$ cat config.mk
export PLATFORM = sky130hd
export DESIGN_NAME = nvram_cksum_engine
export DESIGN_NICKNAME = d
export VERILOG_FILES = /design/src/rtl/cksum_pkg.sv /design/src/rtl/cksum_accum.sv /design/src/rtl/cksum_match.sv /design/src/rtl/nvram_cksum_engine.sv
export SDC_FILE = /design/constraint.sdc
export NUM_CORES = 1
export LEC_CHECK = 0
export BUFFER_PORTS_ARGS = -buffer_cell sky130_fd_sc_hd__buf_2
export CORE_AREA = 8 8 120 122
export CTS_BUF_LIST = sky130_fd_sc_hd__clkbuf_8
export CTS_CLUSTER_DIAMETER = 150
export DETAILED_ROUTE_END_ITERATION = 10
export DIE_AREA = 0 0 128 130
export PLACE_DENSITY = 0.52
export SYNTH_ARGS = -nofsm -noshare
export SYNTH_HDL_FRONTEND = slang
export SYNTH_SLANG_ARGS = --single-unit
$ cat constraint.sdc
create_clock -name clk -period 2.4 [get_ports clk]
set_input_delay 0.48 -clock clk [delete_from_list [all_inputs] [get_ports clk]]
set_output_delay 0.48 -clock clk [all_outputs]
set_load 0.05 [all_outputs]
$ cat src/rtl/cksum_pkg.sv
package cksum_pkg;
    localparam int BYTE_W = 8;
    localparam int CKS_W  = 16;

    typedef enum logic [2:0] {
        ST_IDLE,
        ST_SUM,
        ST_TAIL,
        ST_CK_HI,
        ST_CK_LO,
        ST_CK_WAIT
    } eng_state_e;

    // Meaning of the read data returning in the following cycle
    typedef enum logic [1:0] {
        TAG_NONE,
        TAG_SUM,
        TAG_HI,
        TAG_LO
    } rd_tag_e;
endpackage

$ cat src/rtl/cksum_accum.sv
module cksum_accum
    import cksum_pkg::*;
#(
    parameter int SUM_W = CKS_W
) (
    input  logic              clk,
    input  logic              rst_n,
    input  logic              clr,
    input  logic              add_en,
    input  logic [BYTE_W-1:0] add_byte,
    output logic [SUM_W-1:0]  sum_q
);
    localparam int PAD_W = SUM_W - BYTE_W;

    logic [SUM_W-1:0] sum_d;

    always_comb begin
        sum_d = sum_q;
        if (clr) begin
            sum_d = '0;
        end else if (add_en) begin
            // carries beyond SUM_W are dropped by the register width
            sum_d = sum_q + {{PAD_W{1'b0}}, add_byte};
        end
    end

    always_ff @(posedge clk or negedge rst_n) begin
        if (!rst_n) sum_q <= '0;
        else        sum_q <= sum_d;
    end
endmodule

$ cat src/rtl/cksum_match.sv
module cksum_match
    import cksum_pkg::*;
(
    input  logic              clk,
    input  logic              rst_n,
    input  logic              cap_hi,
    input  logic [BYTE_W-1:0] rd_byte,
    input  logic [CKS_W-1:0]  expect_cks,
    output logic              match
);
    logic [BYTE_W-1:0] hi_d, hi_q;

    always_comb begin
        hi_d = hi_q;
        if (cap_hi) hi_d = rd_byte;
    end

    always_ff @(posedge clk or negedge rst_n) begin
        if (!rst_n) hi_q <= '0;
        else        hi_q <= hi_d;
    end

    // stored value: high byte shifted up, low byte arriving now
    assign match = ({hi_q, rd_byte} == expect_cks);
endmodule

$ cat src/rtl/nvram_cksum_engine.sv
module nvram_cksum_engine
    import cksum_pkg::*;
#(
    parameter int ADDR_W = 8
) (
    input  logic              clk,
    input  logic              rst_n,
    input  logic              cmd_valid,
    input  logic              cmd_set,
    input  logic [ADDR_W-1:0] cmd_start,
    input  logic [ADDR_W-1:0] cmd_end,
    input  logic [ADDR_W-1:0] cmd_loc,
    output logic              mem_req,
    output logic              mem_we,
    output logic [ADDR_W-1:0] mem_addr,
    output logic [BYTE_W-1:0] mem_wdata,
    input  logic [BYTE_W-1:0] mem_rdata,
    output logic              busy,
    output logic              done,
    output logic              pass,
    output logic [CKS_W-1:0]  calc_cks
);
    typedef struct packed {
        eng_state_e        st;
        logic [ADDR_W-1:0] addr;
        logic [ADDR_W-1:0] last;
        logic [ADDR_W-1:0] loc;
        logic              is_set;
        rd_tag_e           rtag;
        logic              done;
        logic              pass;
        logic [CKS_W-1:0]  cks;
    } eng_regs_t;

    localparam eng_regs_t REGS_RST = '{
        st: ST_IDLE, addr: '0, last: '0, loc: '0, is_set: 1'b0,
        rtag: TAG_NONE, done: 1'b0, pass: 1'b0, cks: '0
    };

    eng_regs_t        r_q, r_d;
    logic             acc_clr;
    logic             acc_en;
    logic [CKS_W-1:0] sum_q;
    logic [CKS_W-1:0] cks_now;
    logic             match;

    assign acc_en  = (r_q.rtag == TAG_SUM);
    assign cks_now = ~sum_q;

    cksum_accum #(.SUM_W(CKS_W)) u_accum (
        .clk      (clk),
        .rst_n    (rst_n),
        .clr      (acc_clr),
        .add_en   (acc_en),
        .add_byte (mem_rdata),
        .sum_q    (sum_q)
    );

    cksum_match u_match (
        .clk        (clk),
        .rst_n      (rst_n),
        .cap_hi     (r_q.rtag == TAG_HI),
        .rd_byte    (mem_rdata),
        .expect_cks (cks_now),
        .match      (match)
    );

    always_comb begin
        r_d       = r_q;
        r_d.done  = 1'b0;
        r_d.rtag  = TAG_NONE;
        acc_clr   = 1'b0;
        mem_req   = 1'b0;
        mem_we    = 1'b0;
        mem_addr  = r_q.addr;
        mem_wdata = '0;

        unique case (r_q.st)
            ST_IDLE: begin
                if (cmd_valid) begin
                    r_d.addr   = cmd_start;
                    r_d.last   = cmd_end;
                    r_d.loc    = cmd_loc;
                    r_d.is_set = cmd_set;
                    r_d.pass   = 1'b0;
                    acc_clr    = 1'b1;
                    r_d.st     = (cmd_start > cmd_end) ? ST_TAIL : ST_SUM;
                end
            end
            ST_SUM: begin
                mem_req  = 1'b1;
                mem_addr = r_q.addr;
                r_d.rtag = TAG_SUM;
                if (r_q.addr == r_q.last) r_d.st = ST_TAIL;
                else                      r_d.addr = r_q.addr + 1'b1;
            end
            ST_TAIL: begin
                // last summed byte lands in the accumulator this cycle
                r_d.st = ST_CK_HI;
            end
            ST_CK_HI: begin
                mem_req  = 1'b1;
                mem_addr = r_q.loc;
                if (r_q.is_set) begin
                    mem_we    = 1'b1;
                    mem_wdata = cks_now[CKS_W-1 -: BYTE_W];
                end else begin
                    r_d.rtag = TAG_HI;
                end
                r_d.st = ST_CK_LO;
            end
            ST_CK_LO: begin
                mem_req  = 1'b1;
                mem_addr = r_q.loc + 1'b1;
                if (r_q.is_set) begin
                    mem_we    = 1'b1;
                    mem_wdata = cks_now[BYTE_W-1:0];
                    r_d.pass  = 1'b1;
                    r_d.cks   = cks_now;
                    r_d.done  = 1'b1;
                    r_d.st    = ST_IDLE;
                end else begin
                    r_d.rtag = TAG_LO;
                    r_d.st   = ST_CK_WAIT;
                end
            end
            ST_CK_WAIT: begin
                r_d.pass = match;
                r_d.cks  = cks_now;
                r_d.done = 1'b1;
                r_d.st   = ST_IDLE;
            end
            default: r_d.st = ST_IDLE;
        endcase
    end

    always_ff @(posedge clk or negedge rst_n) begin
        if (!rst_n) r_q <= REGS_RST;
        else        r_q <= r_d;
    end

    assign busy     = (r_q.st != ST_IDLE);
    assign done     = r_q.done;
    assign pass     = r_q.pass;
    assign calc_cks = r_q.cks;
endmodule

==> results.md, run 1 <==
- Instance area at placement: 4770 µm²
- WL per Instance: 16.7 µm
- Drt pass-1 iters: 4
- Required @ worst endpoint: ~1.9 ns
- Final count of hold timing violations: 0
- Reg2Reg Setup Slack: 0.33 ns
- Pin count of the biggest net entering global routing: 73
- Largest family of logic cells by synthesized area: simple AND/OR/NAND/NOR gates
- IO Pins: 73
- Startpoint Class: flop
- Via density: 5.06
- Worst slew pin tran: 0.596 ns
- First-pass GRT wire length: 19100 µm
- Clock period minus worst slack: 2.37 ns
- Diodes inserted: 0
- RSZ-0062 raised after global routing: yes
- RR Endpoint: u_accum.sum_q[12]$_DFFE_PN0P_
- Clock transition at the registers of the reported paths: 0.08 ns
- Fraction of the mapped netlist area in simple logic gates: 0.203
- DP HPWL: 8620 µm
- Power per Cell Area: 1510 nW/µm²
- Clock root buffer: clkbuf_8
- Hold Crit Class: in2async
- Post-synth top flop: dfrtp_1
- Post-synth EDFFs: 0
- Area share of the largest cell type after synthesis: 0.424
- Slew Viols, Final: 0
- Distinct cell type count after synthesis: 54
- Worst Setup EP: mem_addr[6]
- Full die area: roughly 17000 µm²
- Die Width: 128 µm
- Row count: around 40
- Htree depth: 3
- Min Hold Slack: 0.126 ns
- Register area share after synthesis: 0.424
- TritonCTS Sinks: a little over 70
- Drc violations: 0
- Syn Inst Count: 471
- Total gr overflow: 0
- FF-to-FF path depth: 8
- Post-synth ARST share: 1.00
- CP startpoint: r_q[21]$_DFFE_PN0P_
- Setup crit end kind: output pin
- GP Congestion: 0.889
- Largest area contributor in the netlist: dfrtp_1
- Initial Utilization: 0.342
- Hold-fix buffers at CTS: 0
- Routed Antenna Nets: 0
- Clk buf depth: 2
- Finished Cell Area: 5140 µm²
- # nets final: 599
- Status: finished, final reports clean
- Initial antenna violation count: 0
- Mux share of post-synthesis cell area: 0.0307
- CTS tree: done
- Mean Syn Cell Area: 9.01 µm²
- Peak supply drop: 0.492 mV
- Critical R2R Launch: u_accum.sum_q[0]$_DFFE_PN0P_
- Critical Path AT: 1.89 ns
- PortBufs: 72
- Kind of critical path: reg2out
- Max FO, Critical Path: 4
- Vias in the first global route: ~3.7k
- Post-synthesis register bit count: 72
- Mapped Area: 4250 µm²
- DR vias: 3651
- Max Fclk: roughly 420 MHz
- Top post-synthesis cells by area: dfrtp_1, nand2_1, ha_1
- Final Setup Violations: 0
- Compound-gate portion of the synthesized area: 0.173
- Relative slew slack: 0.602
- Layout cells sized above 1: 0.257
- Placeable Area: 12400 µm²
- Area grow syn2layout: 21.1%
- Mapped Nets: 526
- Post-Synth XOR/XNOR Area: 0.0433
- Layout Skew: 0.00776 ns
- Cts bufs inserted: 9
- Leakage: 2.50 nW
- Tcrit/Tclk final: 0.986
- Tot GR Track Use: 0.147
- Die Span Y: 130 µm
- Synth Area in Adders: 0.0578
- Synth Warn #: 0
- Final Routed Wirelength: 12000 µm
- Skew-Pair Late Insertion Delay: 0.36 ns
- MaxCap Viol Count: 0
- Drt initial violations: 225
==> sequential cells by signal (all words and copies together) (netlist names) <==
| signal | flops |
|---|---|
| done | 1 |
| calc_cks | 16 |
| pass | 1 |
| u_match.hi_q | 8 |
| u_accum.sum_q | 16 |
| r_q | 30 |
==> Yosys cell counts, types with 2 or more instances <==
library cell,n
nand2_1,88
dfrtp_1,72
o21ai_0,45
a21oi_1,21
ha_1,18
buf_4,16
nor2_1,16
xor2_1,16
inv_1,14
and2_1,12
nand2b_1,12
nand3_1,11
and3_1,10
clkbuf_1,10
o22ai_1,10
buf_2,9
mux2_2,8
or3_1,8
nor2b_1,6
a211oi_1,5
xnor2_1,5
a221o_1,4
mux2i_1,4
nor4_1,4
a21o_1,3
nand4_1,3
o211ai_1,3
o21a_1,3
a221o_2,2
a311oi_1,2
a41oi_1,2
and4_1,2
buf_1,2
buf_6,2
nor3_1,2
o32ai_1,2
o41ai_1,2
==> layout by cell type (no fill, tap or decap), types with 12 or more instances in the layout <==
cell type and count:
a21oi_1 21, and2_1 12, buf_2 58, buf_4 32, dfrtp_1 70, ha_1 17, inv_1 16, nand2_1 88
nor2_1 14, o21ai_0 43, xor2_1 16
==> worst min path at each step <==
stage | to | cells after the start | slack [ns] | from
after floorplan | calc_cks[0]$_DFFE_PN0P_ | 0 | 0.18 | rst_n
after global placement | calc_cks[1]$_DFFE_PN0P_ | 2 | 0.46 | calc_cks[1]$_DFFE_PN0P_
after detailed placement | calc_cks[6]$_DFFE_PN0P_ | 2 | 0.47 | calc_cks[6]$_DFFE_PN0P_
after CTS | calc_cks[3]$_DFFE_PN0P_ | 2 | 0.14 | rst_n
after global routing | calc_cks[3]$_DFFE_PN0P_ | 2 | 0.16 | rst_n
final | calc_cks[3]$_DFFE_PN0P_ | 2 | 0.13 | rst_n
==> logic make-up after synthesis <==
group | Yosys count
muxes | 12
buffers and inverters | 53
and+or+nand+nor | 178
DFF | 72
xor gates and xnor gates | 21
AOI/OAI and AO/OA | 116
adders and majority gates | 19
==> layout make-up <==
cell class              instances  area (µm²)
clock buffers                  10         138
clock inverters                 6        61.3
fillers                      1291        7270
inverters                      14        52.6
multi-input cells             347        2230
flip-flops and latches         72        1800
well taps                     172         215
repair buffers                100         641
==> power breakdown <==
| part | switching [mW] | leakage (nW) | total [mW] | internal [mW] |
|---|---|---|---|---|
| clock | 0.473 | 0.101 | 0.976 | 0.502 |
| sequential | 0.544 | 0.895 | 2.30 | 1.76 |
| combinational | 2.86 | 1.50 | 4.48 | 1.62 |
| total | 3.87 | 2.50 | 7.76 | 3.89 |
==> metal layers <==
metal	up-vias	global-route usage	routed length [µm]
li1	1795	-	-
met1	1752	0.174	5140
met2	85	0.255	5990
met3	19	0.0335	695
met4	0	0.0573	201
met5	-	0	0
==> per-stage QoR <==
step	total power, mW	setup slack [ns]	instances	TNS (ns)	util
3_5_place_dp	6.53	0.153	696	0	0.384
5_1_grt	8.33	-0.0356	721	-0.0652	0.414
2_1_floorplan	5.51	0.0696	471	0	-
6_report	7.76	0.0332	721	0	0.414
3_3_place_gp	6.49	0.164	696	0	0.384
4_1_cts	7.61	0.00737	714	0	0.404
==> worst max-delay path: stages (launching register included) <==
cell	delay, ns
dfrtp_1	0.41
ha_2	0.21
and3_4	0.19
nor2b_4	0.12
o21ai_1	0.05
a221o_2	0.38
buf_8	0.16
==> timing repair <==
action / 4_1_cts / 5_1_grt
cloned: 0 / 1
setup buffers: 2 / 6
pin swaps: 0 / 4
gates resized for setup: 12 / 29
setup endpoints to repair: 16 / 15
(Power assumes the default switching activity.)
==> run 2: changes to the inputs <==
--- a/config.mk
+++ b/config.mk
@@ -12,6 +12,7 @@
 export DETAILED_ROUTE_END_ITERATION = 10
 export DIE_AREA = 0 0 128 130
 export PLACE_DENSITY = 0.52
+export SLEW_MARGIN = 30
 export SYNTH_ARGS = -nofsm -noshare
 export SYNTH_HDL_FRONTEND = slang
 export SYNTH_SLANG_ARGS = --single-unit
==> constraint.sdc (replaced) <==
create_clock -name clk -period 2.39 [get_ports clk]
set_input_delay 0.478 -clock clk [delete_from_list [all_inputs] [get_ports clk]]
set_output_delay 0.478 -clock clk [all_outputs]
set_load 0.05 [all_outputs]
==> run 2 against run 1 <==
Final area fell by 0.63%; clock-buffer cell count did not move; combinational power barely moved; power fell by 1.2%; sequential power barely moved; utilization fell by 0.26 points; non-clock buffer count fell by 1; largest cell class unchanged; largest power group unchanged.
==> results.md, run 2 (synthesized netlist as in run 1, its figures left out) <==
- Cts bufs inserted: 9 (unchanged)
- Vias in the first global route: 3690 (was 3681)
- Worst Setup EP: mem_addr[6] (unchanged)
- Layout Skew: 0.00736 ns (was 0.00776 ns)
- Full die area: 16600 µm² (unchanged)
- Relative slew slack: 0.633 (was 0.602)
- Kind of critical path: reg2out (unchanged)
- Final count of hold timing violations: 0 (unchanged)
- Die Span Y: 130 µm (unchanged)
- Most frequent cells in the layout: nand2_1, dfrtp_1, buf_2, o21ai_0, buf_4 (unchanged)
- Tcrit/Tclk final: 0.980
- Initial Utilization: 0.342 (unchanged)
- Hold-fix buffers at CTS: 0 (unchanged)
- MaxCap Viol Count: 0 (unchanged)
- CP startpoint: r_q[21]$_DFFE_PN0P_ (unchanged)
- RR Endpoint: u_accum.sum_q[12]$_DFFE_PN0P_ (unchanged)
- Routed Antenna Nets: 0 (unchanged)
- Worst slew pin tran: 0.551 ns (was 0.596 ns)
- Finished Cell Area: 5110 µm² (was 5140 µm²)
- Drc violations: 0 (unchanged)
- Htree depth: 3 (unchanged)
- Clock root buffer: clkbuf_8 (unchanged)
- Crit-path slowest cell: dfrtp_1 (unchanged)
- TritonCTS Sinks: 72 (unchanged)
- WL per Instance: 16.7 µm (about the same)
- Peak supply drop: 0.533 mV (was 0.492 mV)
- PortBufs: 72 (unchanged)
- First-pass GRT wire length: 19100 µm (about the same)
- Final Setup Violations: 0 (unchanged)
- Die Width: 128 µm (unchanged)
- Final WS setup: 0.0471 ns (was 0.0332 ns)
- Total gr overflow: 0 (unchanged)
- GP Congestion: 0.889 (about the same)
- Slew Viols, Final: 0 (unchanged)
- Clock period minus worst slack: ~2.3 ns
- Max incr delay on CP: 0.41 ns (about the same)
- CTS tree: done (unchanged)
- Placeable Area: 12400 µm² (unchanged)
- Final Routed Wirelength: 12000 µm (about the same)
- Max Fclk: 427 MHz
- IO Pins: 73 (unchanged)
- Skew-Pair Late Insertion Delay: 0.36 ns (about the same)
- Power per Cell Area: 1500 nW/µm² (was 1510 nW/µm²)
- Crit. path cell count: 6 (unchanged)
- Row count: 41 (unchanged)
- Commonest non-fill, non-tap cell in the layout: nand2_1 (unchanged)
- Hold Crit Class: in2async (unchanged)
- Reg2Reg Setup Slack: 0.33 ns (about the same)
- Filler cell count: 1281 (was 1291)
- Post-Place Worst Slack: 0.147 ns (was 0.153 ns)
- CP top delay family: compound AO/OA/AOI/OAI gates (unchanged)
- Max FFs per register: 30 (unchanged)
- Area grow syn2layout: 20.3% (was 21.1%)
- Leakage: 2.48 nW (was 2.50 nW)
- Required @ worst endpoint: 1.91 ns (was 1.92 ns)
- Instance area at placement: 4770 µm² (unchanged)
- Tot GR Track Use: 0.147 (about the same)
- DR vias: 3611 (was 3651)
- Diodes inserted: 0 (unchanged)
- Layout cells sized above 1: 0.255 (was 0.257)
- Clock transition at the registers of the reported paths: 0.07 ns (was 0.08 ns)
- Drt initial violations: 160 (was 225)
- Drt pass-1 iters: 4 (unchanged)
- Critical R2R Launch: u_accum.sum_q[0]$_DFFE_PN0P_ (unchanged)
- Status: finished, final reports clean (unchanged)
- Critical Path AT: 1.86 ns (was 1.89 ns)
- Setup crit end kind: output pin (unchanged)
- CP cell instances: ha_2, and3_4, nor2b_4, o21ai_0, a221o_2, buf_6 (was ha_2, and3_4, nor2b_4, o21ai_1, a221o_2, buf_8)
- Pin count of the biggest net entering global routing: 73 (unchanged)
- Via density: 5.02 (was 5.06)
- WP buf/inv: 1 (unchanged)
- Most flop-heavy register: r_q (unchanged)
- DP HPWL: 8650 µm (was 8620 µm)
- FF-to-FF path depth: 8 (unchanged)
- RSZ-0062 raised after global routing: yes (unchanged)
- Startpoint Class: flop (unchanged)
- Initial antenna violation count: 0 (unchanged)
- # nets final: 598 (was 599)
- Max FO, Critical Path: 4 (unchanged)
- Clk buf depth: 2 (unchanged)
[run 2: where the power goes]
group	internal (mW)	switching, mW	total, mW	leakage [nW]
combinational	1.62	2.86	4.48	1.50
clock	0.397	0.474	0.871	0.0855
sequential	1.77	0.547	2.32	0.895
total	3.79	3.88	7.67	2.48
[run 2: worst reg2reg max path: cells and delay by family, from the launching register on]
| family | cells | cell delay (ns) |
|---|---|---|
| buffers and inverters | 1 | 0.05 |
| adder cells (fa/ha/maj) | 2 | 0.54 |
| AO/OA/AOI/OAI | 3 | 0.62 |
| multiplexers | 1 | 0.15 |
| AND/OR/NAND/NOR | 1 | 0.19 |
| flip-flops | 1 | 0.39 |
[run 2: cell type report]
class | count | area [µm²] | area share
repair buffers | 99 | 633 | 0.124
flip-flops and latches | 72 | 1800 | 0.353
clock inverters | 6 | 36.3 | 0.00710
inverters | 14 | 52.6 | 0.0103
multi-input cells | 347 | 2230 | 0.436
well taps | 172 | 215 | 0.0421
clock buffers | 10 | 138 | 0.0269
[run 2: timing repair]
action	4_1_cts	5_1_grt
pin swaps	0	4
setup endpoints to repair	17	16
setup buffers	1	6
resized for setup	17	23
cloned	0	1
[run 2: worst min-delay path by stage]
stage               cells past startpoint                             to                     start  slack [ns]
floorplan                               0        calc_cks[0]$_DFFE_PN0P_                     rst_n        0.18
global placement                        2        calc_cks[1]$_DFFE_PN0P_   calc_cks[1]$_DFFE_PN0P_        0.46
detailed placement                      2       calc_cks[10]$_DFFE_PN0P_  calc_cks[10]$_DFFE_PN0P_        0.46
CTS                                     2  u_accum.sum_q[10]$_DFFE_PN0P_                     rst_n        0.14
global route                            2        calc_cks[3]$_DFFE_PN0P_                     rst_n        0.16
finish                                  2        calc_cks[3]$_DFFE_PN0P_                     rst_n        0.13
[run 2: through the flow]
step	util	std cells	power [mW]	TNS, ns	hold WS (ns)
floorplan	-	471	5.53	0	0.182
global placement	0.384	696	6.52	0	0.456
detailed placement	0.384	696	6.57	0	0.465
CTS	0.402	713	7.55	0	0.143
global route	0.412	720	8.23	-0.117	0.157
finish	0.412	720	7.67	0	0.131
[run 2: per-layer routing]
metal,global-route usage,vias up,routed length (µm)
met4,0.0629,0,199
met3,0.0359,15,597
met2,0.255,80,5970
met1,0.171,1728,5250
met5,0,-,0
li1,-,1788,-
==> run 3: changes to the inputs <==
--- a/config.mk
+++ b/config.mk
@@ -12,7 +12,8 @@
 export DETAILED_ROUTE_END_ITERATION = 10
 export DIE_AREA = 0 0 128 130
 export PLACE_DENSITY = 0.52
-export SLEW_MARGIN = 30
+export RECOVER_POWER = 100
+export SLEW_MARGIN = 15
 export SYNTH_ARGS = -nofsm -noshare
 export SYNTH_HDL_FRONTEND = slang
 export SYNTH_SLANG_ARGS = --single-unit
==> run 3 against run 2 <==
The flow now finishes with violations (max-capacitance violations, max-slew violations); clock skew barely moved; power down 1.1%; final area fell by 1.2%; via count rose by 0.25%; cell count unchanged; critical path depth unchanged; combinational power down 2%; critical path type unchanged; critical endpoint unchanged; largest power group unchanged.
==> results.md, run 3 (synthesized netlist as in run 1, its figures left out) <==
- Full die area: 16600 µm² (unchanged)
- Diodes inserted: 0 (unchanged)
- DR vias: 3620 (was 3611)
- Final WS setup: 0.0418 ns (was 0.0471 ns)
- WL met1: 5330 µm (was 5250 µm)
- CP cell instances: ha_2, and3_4, nor2b_4, o21ai_0, a221o_2, buf_6 (unchanged)
- Relative slew slack: -0.220 (was 0.633)
- Comb pwr share: 0.579 (was 0.585)
- Post-Place Worst Slack: 0.147 ns (unchanged)
- Startpoint Class: flop (unchanged)
- PnR Total Power: 7.58 mW (was 7.67 mW)
- Most flop-heavy register: r_q (unchanged)
- Drt initial violations: 182 (was 160)
- First-pass GRT wire length: 19100 µm (unchanged)
- Clock transition at the registers of the reported paths: 0.08 ns (was 0.07 ns)
- Peak supply drop: 0.532 mV (was 0.533 mV)
- DP HPWL: 8650 µm (unchanged)
- Area of the multi-input gates: 2220 µm² (was 2230 µm²)
- Crit-path slowest cell: dfrtp_1 (unchanged)
- WL per Instance: 16.8 µm (was 16.7 µm)
- Setup crit end kind: output pin (unchanged)
- Required @ worst endpoint: 1.91 ns (about the same)
- Tcrit/Tclk final: 0.983 (was 0.980)
- Sequential share of power: 0.306 (was 0.302)
- Final count of hold timing violations: 0 (unchanged)
- GP Congestion: 0.889 (unchanged)
- # nets final: 598 (unchanged)
- Final Routed Wirelength: 12100 µm (was 12000 µm)
- Max FFs per register: 30 (unchanged)
- Slew Viols, Final: 73 (was 0)
- Int Pwr: 3.70 mW (was 3.79 mW)
- Layout Skew: 0.00694 ns (was 0.00736 ns)
- MaxCap Viol Count: 1 (was 0)
- Placeable Area: 12400 µm² (unchanged)
- IO Pins: 73 (unchanged)
- Failing checks: max-capacitance violations, max-slew violations
- Most frequent cells in the layout: nand2_1, dfrtp_1, o21ai_0, buf_2, buf_4 (was nand2_1, dfrtp_1, buf_2, o21ai_0, buf_4)
- Leakage: 2.39 nW (was 2.48 nW)
- Via density: 5.03 (was 5.02)
- Max incr delay on CP: 0.41 ns (about the same)
- Drt pass-1 iters: 4 (unchanged)
- Hold-fix buffers at CTS: 0 (unchanged)
- Die Width: 128 µm (unchanged)
- Initial Utilization: 0.342 (unchanged)
- Hold Crit Class: in2reg (was in2async)
- Die Span Y: 130 µm (unchanged)
- DR WL met3: 556 µm (was 597 µm)
- CTS tree: done (unchanged)
- Drc violations: 0 (unchanged)
- Status: finished with violations (was finished, final reports clean)
- Skew-Pair Late Insertion Delay: 0.36 ns (about the same)
- Power per Cell Area: 1500 nW/µm² (about the same)
- TritonCTS Sinks: 72 (unchanged)
- Clock period minus worst slack: 2.35 ns (was 2.34 ns)
- Row count: 41 (unchanged)
- Layout cells sized above 1: 0.214 (was 0.255)
- Clock root buffer: clkbuf_8 (unchanged)
- Max Fclk: 426 MHz (was 427 MHz)
- Highest Signal Layer: met4 (unchanged)
- Switching Power: 3.88 mW (about the same)
- Htree depth: 3 (unchanged)
- Clk buf depth: 2 (unchanged)
- RSZ-0062 raised after global routing: yes (unchanged)
- Critical Path AT: 1.87 ns (was 1.86 ns)
- Storage element area: 1800 µm² (unchanged)
- PortBufs: 72 (unchanged)
- Vias in the first global route: 3690 (unchanged)
- Area grow syn2layout: 18.8% (was 20.3%)
- Final Setup Violations: 0 (unchanged)
- Max FO, Critical Path: 4 (unchanged)
- Clock Power Share: 0.115 (was 0.114)
- Switching share of power: 0.512 (was 0.506)
- Routed Antenna Nets: 0 (unchanged)
- WP buf/inv: 1 (unchanged)
- Total gr overflow: 0 (unchanged)
- CP top delay family: compound AO/OA/AOI/OAI gates (unchanged)
- Initial antenna violation count: 0 (unchanged)
- Routed length on met2: 5970 µm (about the same)
- Commonest non-fill, non-tap cell in the layout: nand2_1 (unchanged)
- Cts bufs inserted: 9 (unchanged)
- Pin count of the biggest net entering global routing: 73 (unchanged)
- Worst slew pin tran: 1.83 ns (was 0.551 ns)
- Filler cell count: 1298 (was 1281)
- Tot GR Track Use: 0.147 (unchanged)
- Kind of critical path: reg2out (unchanged)
-- run 3: changes by cell type in the layout (fill, tap and decap cells not counted), sizes merged --
cell	change
buf	-31
clkbuf	+31
-- run 3: layout make-up --
type	count	share of cell area
tap	172	0.0427
timing repair buffer	99	0.115
clock inverter	6	0.00719
multi-input combinational	347	0.440
clock buffer	10	0.0273
inverter	14	0.0104
sequential	72	0.358
-- run 3: worst paths after layout --
path                                                 to  cells past startpoint  slack, ns               startpoint
worst max register to register      r_q[38]$_DFFE_PN0P_                      5       0.28      r_q[43]$_DFFE_PN0P_
worst min-delay path                r_q[27]$_DFFE_PN0P_                      3       0.31               cmd_loc[6]
max in group asynchronous           r_q[46]$_DFFE_PN0P_                      2       0.49                    rst_n
worst min register to register  calc_cks[6]$_DFFE_PN0P_                      2       0.48  calc_cks[6]$_DFFE_PN0P_
worst max-delay path                        mem_addr[6]                      6       0.04      r_q[21]$_DFFE_PN0P_
min in group asynchronous       calc_cks[3]$_DFFE_PN0P_                      2       0.69                    rst_n
-- run 3: metrics by stage --
step                      hold WS, ns  setup TNS (ns)  std cells   util  instance area (µm²)
after floorplan                 0.182               0        471      -                 4250
after global placement          0.456               0        696  0.384                 4770
after detailed placement        0.465               0        696  0.384                 4770
after CTS                       0.143               0        713  0.402                 4990
after global routing            0.301          -0.125        720  0.406                 5040
final                           0.306               0        720  0.406                 5040
-- run 3: metal layers --
layer | GRT usage | vias up
li1 | - | 1786
met1 | 0.171 | 1730
met2 | 0.255 | 87
met3 | 0.0359 | 17
met4 | 0.0629 | 0
met5 | 0 | -
-- run 3: power groups by stage --
stage	combinational, mW	sequential [mW]	clock (mW)
final	4.39	2.32	0.872
after global routing	4.80	2.41	0.947
after CTS	4.34	2.30	0.911
after detailed placement	4.25	2.32	0
after global placement	4.22	2.30	0
after floorplan	3.37	2.16	0
-- run 3: worst min-delay path: stages --
cell and delay, ns:
buf_2 0.08, nand2_1 0.04, nand2_1 0.04
-- run 3: what timing repair did --
action | CTS | global route
setup endpoints to repair | 17 | 16
resized for setup | 17 | 23
pin swaps | 0 | 4
cloned | 0 | 1
buffers inserted | 1 | 6
